$ cat src/rtl/ldr_pkg.sv
package ldr_pkg;

  typedef enum logic [3:0] {
    LD_IDLE,
    LD_RESET,
    LD_HOLD,
    LD_PRIME,
    LD_PRIME_WAIT,
    LD_HEADER,
    LD_STREAM,
    LD_PAD,
    LD_CHECK,
    LD_SETTLE,
    LD_DONE,
    LD_FAIL
  } ldr_state_e;

  // States whose length is set by the delay counter
  function automatic logic is_timed(ldr_state_e s);
    return (s == LD_RESET) || (s == LD_HOLD) || (s == LD_PRIME_WAIT) ||
           (s == LD_PAD) || (s == LD_SETTLE);
  endfunction

  // A start is only honoured outside these states
  function automatic logic is_busy(ldr_state_e s);
    return !((s == LD_IDLE) || (s == LD_DONE) || (s == LD_FAIL));
  endfunction

  function automatic int unsigned max2(int unsigned a, int unsigned b);
    return (a > b) ? a : b;
  endfunction

endpackage

$ cat src/rtl/ldr_downcount.sv
module ldr_downcount #(
  parameter int W = 8
) (
  input  logic         clk,
  input  logic         rst_n,
  input  logic         load_i,
  input  logic [W-1:0] val_i,
  input  logic         dec_i,
  output logic         is_one_o
);

  logic [W-1:0] cnt_q;

  always_ff @(posedge clk or negedge rst_n) begin
    if (!rst_n) begin
      cnt_q <= '0;
    end else if (load_i) begin
      cnt_q <= val_i;
    end else if (dec_i && (cnt_q != '0)) begin
      cnt_q <= cnt_q - 1'b1;
    end
  end

  assign is_one_o = (cnt_q == W'(1));

endmodule

$ cat src/rtl/ldr_hdr_parse.sv
module ldr_hdr_parse #(
  parameter int HDR_BYTES = 16,
  parameter int LEN_BYTES = 4
) (
  input  logic                   clk,
  input  logic                   rst_n,
  input  logic                   clear_i,
  input  logic                   take_i,
  input  logic [7:0]             byte_i,
  output logic [8*LEN_BYTES-1:0] len_o,
  output logic                   final_o
);

  localparam int LEN_W = 8 * LEN_BYTES;
  localparam int IDX_W = $clog2(HDR_BYTES);

  logic [IDX_W-1:0] idx_q;
  logic [LEN_W-1:0] len_q;

  // Big-endian accumulation: each new byte enters at the low end
  function automatic logic [LEN_W-1:0] push_be(logic [LEN_W-1:0] acc, logic [7:0] b);
    return {acc[LEN_W-9:0], b};
  endfunction

  always_ff @(posedge clk or negedge rst_n) begin
    if (!rst_n) begin
      idx_q <= '0;
      len_q <= '0;
    end else if (clear_i) begin
      idx_q <= '0;
      len_q <= '0;
    end else if (take_i) begin
      if (!final_o) idx_q <= idx_q + 1'b1;
      if (idx_q < IDX_W'(LEN_BYTES)) len_q <= push_be(len_q, byte_i);
    end
  end

  assign final_o = (idx_q == IDX_W'(HDR_BYTES - 1));
  assign len_o   = len_q;

endmodule

$ cat src/rtl/cfg_image_loader.sv
module cfg_image_loader #(
  parameter int RST_CYC    = 4,
  parameter int HOLD_CYC   = 6,
  parameter int PRIME_CYC  = 5,
  parameter int SETTLE_CYC = 7,
  parameter int PAD_BYTES  = 5,
  parameter int HDR_BYTES  = 16,
  parameter int LEN_BYTES  = 4
) (
  input  logic       clk,
  input  logic       rst_n,
  input  logic       start_i,
  input  logic       in_valid_i,
  input  logic [7:0] in_data_i,
  input  logic       in_last_i,
  output logic       in_ready_o,
  output logic [7:0] cfg_data_o,
  output logic       cfg_wr_o,
  output logic       tgt_rst_o,
  input  logic       tgt_err_i,
  output logic       done_o,
  output logic       fail_o
);
  import ldr_pkg::*;

  localparam int LEN_W   = 8 * LEN_BYTES;
  localparam int DLY_MAX = max2(max2(max2(RST_CYC, HOLD_CYC), max2(PRIME_CYC, SETTLE_CYC)), PAD_BYTES);
  localparam int DLY_W   = $clog2(DLY_MAX + 1);

  ldr_state_e st_q, st_n;

  // Named internal events
  logic             start_acc;
  logic             hdr_phase;
  logic             pay_phase;
  logic             chk_phase;
  logic             busy_w;
  logic             hs_hdr;
  logic             hs_pay;
  logic             hdr_final;
  logic             pay_one;
  logic             dly_one;
  logic             dly_load;
  logic [DLY_W-1:0] dly_val;
  logic             pay_load;
  logic [LEN_W-1:0] hdr_len;

  function automatic logic [DLY_W-1:0] delay_of(ldr_state_e s);
    case (s)
      LD_RESET:      return DLY_W'(RST_CYC);
      LD_HOLD:       return DLY_W'(HOLD_CYC);
      LD_PRIME_WAIT: return DLY_W'(PRIME_CYC);
      LD_PAD:        return DLY_W'(PAD_BYTES);
      LD_SETTLE:     return DLY_W'(SETTLE_CYC);
      default:       return DLY_W'(1);
    endcase
  endfunction

  assign busy_w    = is_busy(st_q);
  assign start_acc = start_i && !busy_w;
  assign hdr_phase = (st_q == LD_HEADER);
  assign pay_phase = (st_q == LD_STREAM);
  assign chk_phase = (st_q == LD_CHECK);
  assign hs_hdr    = hdr_phase && in_valid_i;
  assign hs_pay    = pay_phase && in_valid_i;

  always_comb begin
    st_n = st_q;
    case (st_q)
      LD_IDLE, LD_DONE, LD_FAIL: if (start_i) st_n = LD_RESET;
      LD_RESET:      if (dly_one) st_n = LD_HOLD;
      LD_HOLD:       if (dly_one) st_n = LD_PRIME;
      LD_PRIME:      st_n = LD_PRIME_WAIT;
      LD_PRIME_WAIT: if (dly_one) st_n = LD_HEADER;
      LD_HEADER: begin
        if (hs_hdr) begin
          if (!hdr_final) begin
            if (in_last_i) st_n = LD_FAIL;
          end else if (hdr_len == '0) begin
            st_n = LD_PAD;
          end else if (in_last_i) begin
            st_n = LD_FAIL;
          end else begin
            st_n = LD_STREAM;
          end
        end
      end
      LD_STREAM: begin
        if (hs_pay) begin
          if (pay_one)        st_n = LD_PAD;
          else if (in_last_i) st_n = LD_FAIL;
        end
      end
      LD_PAD:    if (dly_one) st_n = LD_CHECK;
      LD_CHECK:  st_n = tgt_err_i ? LD_FAIL : LD_SETTLE;
      LD_SETTLE: if (dly_one) st_n = LD_DONE;
      default:   st_n = LD_IDLE;
    endcase
  end

  always_ff @(posedge clk or negedge rst_n) begin
    if (!rst_n) st_q <= LD_IDLE;
    else        st_q <= st_n;
  end

  assign dly_load = (st_n != st_q) && is_timed(st_n);
  assign dly_val  = delay_of(st_n);
  assign pay_load = hdr_phase && (st_n == LD_STREAM);

  ldr_downcount #(.W(DLY_W)) u_delay (
    .clk      (clk),
    .rst_n    (rst_n),
    .load_i   (dly_load),
    .val_i    (dly_val),
    .dec_i    (is_timed(st_q)),
    .is_one_o (dly_one)
  );

  ldr_downcount #(.W(LEN_W)) u_remain (
    .clk      (clk),
    .rst_n    (rst_n),
    .load_i   (pay_load),
    .val_i    (hdr_len),
    .dec_i    (hs_pay),
    .is_one_o (pay_one)
  );

  ldr_hdr_parse #(.HDR_BYTES(HDR_BYTES), .LEN_BYTES(LEN_BYTES)) u_hdr (
    .clk     (clk),
    .rst_n   (rst_n),
    .clear_i (start_acc),
    .take_i  (hs_hdr),
    .byte_i  (in_data_i),
    .len_o   (hdr_len),
    .final_o (hdr_final)
  );

  assign in_ready_o = hdr_phase || pay_phase;
  assign cfg_wr_o   = (st_q == LD_PRIME) || (st_q == LD_PAD) || hs_pay;
  assign cfg_data_o = hs_pay ? in_data_i : 8'h00;
  assign tgt_rst_o  = (st_q == LD_RESET);
  assign done_o     = (st_q == LD_DONE);
  assign fail_o     = (st_q == LD_FAIL);

endmodule

$ cat config.mk
export PLATFORM = sky130hd
export DESIGN_NAME = cfg_image_loader
export DESIGN_NICKNAME = d
export VERILOG_FILES = /design/src/rtl/ldr_pkg.sv /design/src/rtl/ldr_downcount.sv /design/src/rtl/ldr_hdr_parse.sv /design/src/rtl/cfg_image_loader.sv
export SDC_FILE = /design/constraint.sdc
export NUM_CORES = 1
export LEC_CHECK = 0
export ABC_AREA = 1
export BUFFER_PORTS_ARGS = -buffer_cell sky130_fd_sc_hd__buf_4
export CORE_ASPECT_RATIO = 1.5
export CORE_UTILIZATION = 60
export CTS_BUF_LIST = sky130_fd_sc_hd__clkbuf_2
export DETAILED_ROUTE_END_ITERATION = 16
export PLACE_DENSITY = 0.79
export RECOVER_POWER = 25
export SLEW_MARGIN = 20
export SYNTH_ARGS = -nofsm -noshare
export SYNTH_HDL_FRONTEND = slang
export SYNTH_SLANG_ARGS = --single-unit
export TNS_END_PERCENT = 20
$ cat constraint.sdc
create_clock -name clk -period 4.6 [get_ports clk]
set_input_delay 0.69 -clock clk [delete_from_list [all_inputs] [get_ports clk]]
set_output_delay 0.69 -clock clk [all_outputs]
set_load 0.05 [all_outputs]
==> impl_metrics.toml <==
[run_status]
status = "finished with violations"
violations = "capacitance limit, slew limit"

[setup_path]
path_buf_inv = 2
critPathMaxFanout = 9
slowest_stage = "dfrtp_1"
reg2regPathDepth = 11
path_depth = 6
cp_top_family = "simple AND/OR/NAND/NOR gates"
rrSetupSlack_ps = 1870
max_stage_delay_ps = 530
critical_path_class = "reg2out"
crit_start = "st_q[0]"
cp_cell_sequence = "nor2_2 > nand2_4 > nor2_4 > clkinv_1 > nor2_1 > buf_4"
endpoint_kind = "output pin"
worst_ep_required_time_ps = 3910
worstPathArrival_ps = 2210
rr_startpoint = "u_remain.cnt_q[0]"
worstSetupStartpointType = "register"

[timing]
rsz0062_at_grt = "false"
setup_ws_ps = 1700
setup_violations = 0
slew_viol_final = 76
final_hold_viol_count = 0
setup_tns_ps = 0
timing.fmax_mhz = 345
fin_skew_ps = 35.2
fin_crit_sh = 0.630
period_minus_slack_ps = 2900
worst_pin_slew_ps = 1830
slew_headroom = -0.218

[min_path]
holdPathStages = 2
hold_start = "start_i"
min_path_type = "in2reg"

[floorplanning]
die_w_um = 72.6
num_rows = 38
die_area_mm2 = 0.00783
initial_utilization = 0.620
pin_count = 27
die_height_um = 108
core_area_mm2 = 0.00723

[job]
maxCapViolations = 1

[clocking]
cts_setup_buffers = 0
clk_latency_ps = 570
cts.htree.levels = 3
clkSinkCount = 75
cts-root-buf = "clkbuf_2"
cts.clk_slew.worst_paths_ps = 200
clockBufferDepth = 2
numCtsBuffers = 9
cts_hold_buffers = 0
cts_resized = 0
cts_tree = "done"

[pwr]
intPower_w = 0.00137
p_sw_frac = 0.457
leakagePower_nw = 2.35
p_sw_w = 0.00116
ir_drop_uv = 393
clockPowerShare = 0.162
pwr-share-seq = 0.389
pwr-share-comb = 0.449
total_power_w = 0.00253
power_density_mw_per_mm2 = 519

[grt]
antenna_found_initial = 0
grt_usage = 0.310
grt_pass1_wl_um = 18100
grt.overflow.total = 0
grt_max_degree = 76
grt_pass1_vias = 3859

[yosys]
synthArstFlopShare = 1.00
ys.flop_type = "dfrtp_1"
synth_seq_area_share = 0.419
synthesis.area_mm2 = 0.00448
syn_area_per_cell_um2 = 7.96
synth-seq-cells = 75
synth-edff-count = 0
synth_cell_type_count = 41
netlist_instances = 563
synth_fp_nets = 583
yosys_warnings = 0

[final_layout]
layout-drive-gt1-share = 0.155
regArea_mm2 = 0.00188
multi_input_area_mm2 = 0.00221
stdcell_count = 695
layout.nets = 610
num_antenna_cells = 0
fillers = 621
area_growth_pct = 8.76

[placement]
place_hpwl_um = 8270
place_ws_ps = 1960
gp_congestion = 1.02
placed_cells = 679
io_buffers = 26

[routing]
routed_wl_um = 11100
avgRoutedWirePerCell_um = 15.9
drc = 0
antenna_left = 0
drt-initial-drc-count = 395
viasPerCell = 5.73
num_vias = 3981
drt_pass1_iterations = 8
[power groups by stage]
stage / Clock [W] / Combinational (W) / Sequential, W
final: 0.000410 / 0.00114 / 0.000983
after global routing: 0.000441 / 0.00129 / 0.000996
after CTS: 0.000416 / 0.00113 / 0.000976
after detailed placement: 0 / 0.00112 / 0.000989
after global placement: 0 / 0.00110 / 0.000980
after floorplan: 0 / 0.000899 / 0.000942
[layer usage]
| metal | global-route usage | vias to the layer above | routed length (µm) |
|---|---|---|---|
| li1 | - | 1911 | - |
| met1 | 0.355 | 1906 | 4330 |
| met2 | 0.551 | 124 | 5860 |
| met3 | 0.0581 | 40 | 443 |
| met4 | 0.139 | 0 | 417 |
| met5 | 0 | - | 0 |
[area by class of cell]
type | instances | area share
timing repair buffer | 28 | 0.0426
sequential | 75 | 0.385
clock buffer | 10 | 0.0103
multi-input combinational | 390 | 0.454
tap | 100 | 0.0257
inverter | 86 | 0.0662
clock inverter | 6 | 0.0164
[per-stage QoR]
step	util	area [µm²]	hold slack [ps]
after CTS	0.675	4880	249
final	0.675	4880	333
after floorplan	-	4480	394
after detailed placement	0.657	4750	521
after global placement	0.657	4750	515
after global routing	0.675	4880	311
[kinds of logic after synthesis]
kind of cell | Yosys count | synth area share
AND/OR/NAND/NOR | 245 | 0.249
AO/OA/AOI/OAI | 107 | 0.166
buffers and inverters | 98 | 0.0876
flip-flops | 75 | 0.419
XOR/XNOR | 32 | 0.0625
adder cells (fa/ha/maj) | 6 | 0.0167
[registers in the layout, indices dropped and copies added, names as in the netlist]
signal and flops:
u_hdr.len_o 32, u_remain.cnt_q 32, st_q 4, u_hdr.idx_q 4
u_delay.cnt_q 3
[synth_stat cells (7+ instances only)]
cell type | instances | area, µm²
o21ai_0 | 28 | 140
a22oi_1 | 12 | 90.1
xor2_1 | 25 | 219
nand3_1 | 21 | 105
nor2_2 | 10 | 62.6
o221ai_2 | 7 | 105
a21oi_1 | 10 | 50.1
nor2_1 | 85 | 319
inv_2 | 7 | 26.3
xnor2_1 | 7 | 61.3
o22ai_1 | 32 | 200
inv_1 | 78 | 293
nand2_1 | 92 | 345
dfrtp_1 | 75 | 1880
nand2_2 | 11 | 68.8
[placed cells by master, fill, tap and decap left out, types with 4 or more instances in the layout]
cell,synthesis,final
a21oi_1,10,10
a22oi_1,12,12
buf_4,1,27
clkbuf_2,0,11
dfrtp_1,75,75
ha_1,6,6
inv_1,78,78
inv_2,7,7
nand2_1,92,92
nand2_2,11,11
nand3_1,21,21
nand4_1,6,6
nor2_1,85,85
nor2_2,10,10
nor2_4,5,5
nor3_1,5,5
o211ai_2,4,4
o21ai_0,28,28
o221ai_2,7,7
o22ai_1,32,32
xnor2_1,7,7
xor2_1,25,25
[final timing paths]
check | end
worst max-delay path | cfg_data_o[3]
worst min-delay path | u_hdr.idx_q[2]
worst max register to register | u_remain.cnt_q[29]
worst min register to register | u_hdr.idx_q[1]
max in group asynchronous | u_hdr.len_o[30]
min in group asynchronous | u_remain.cnt_q[4]
Note: power is estimated with default switching activity, not from simulation.
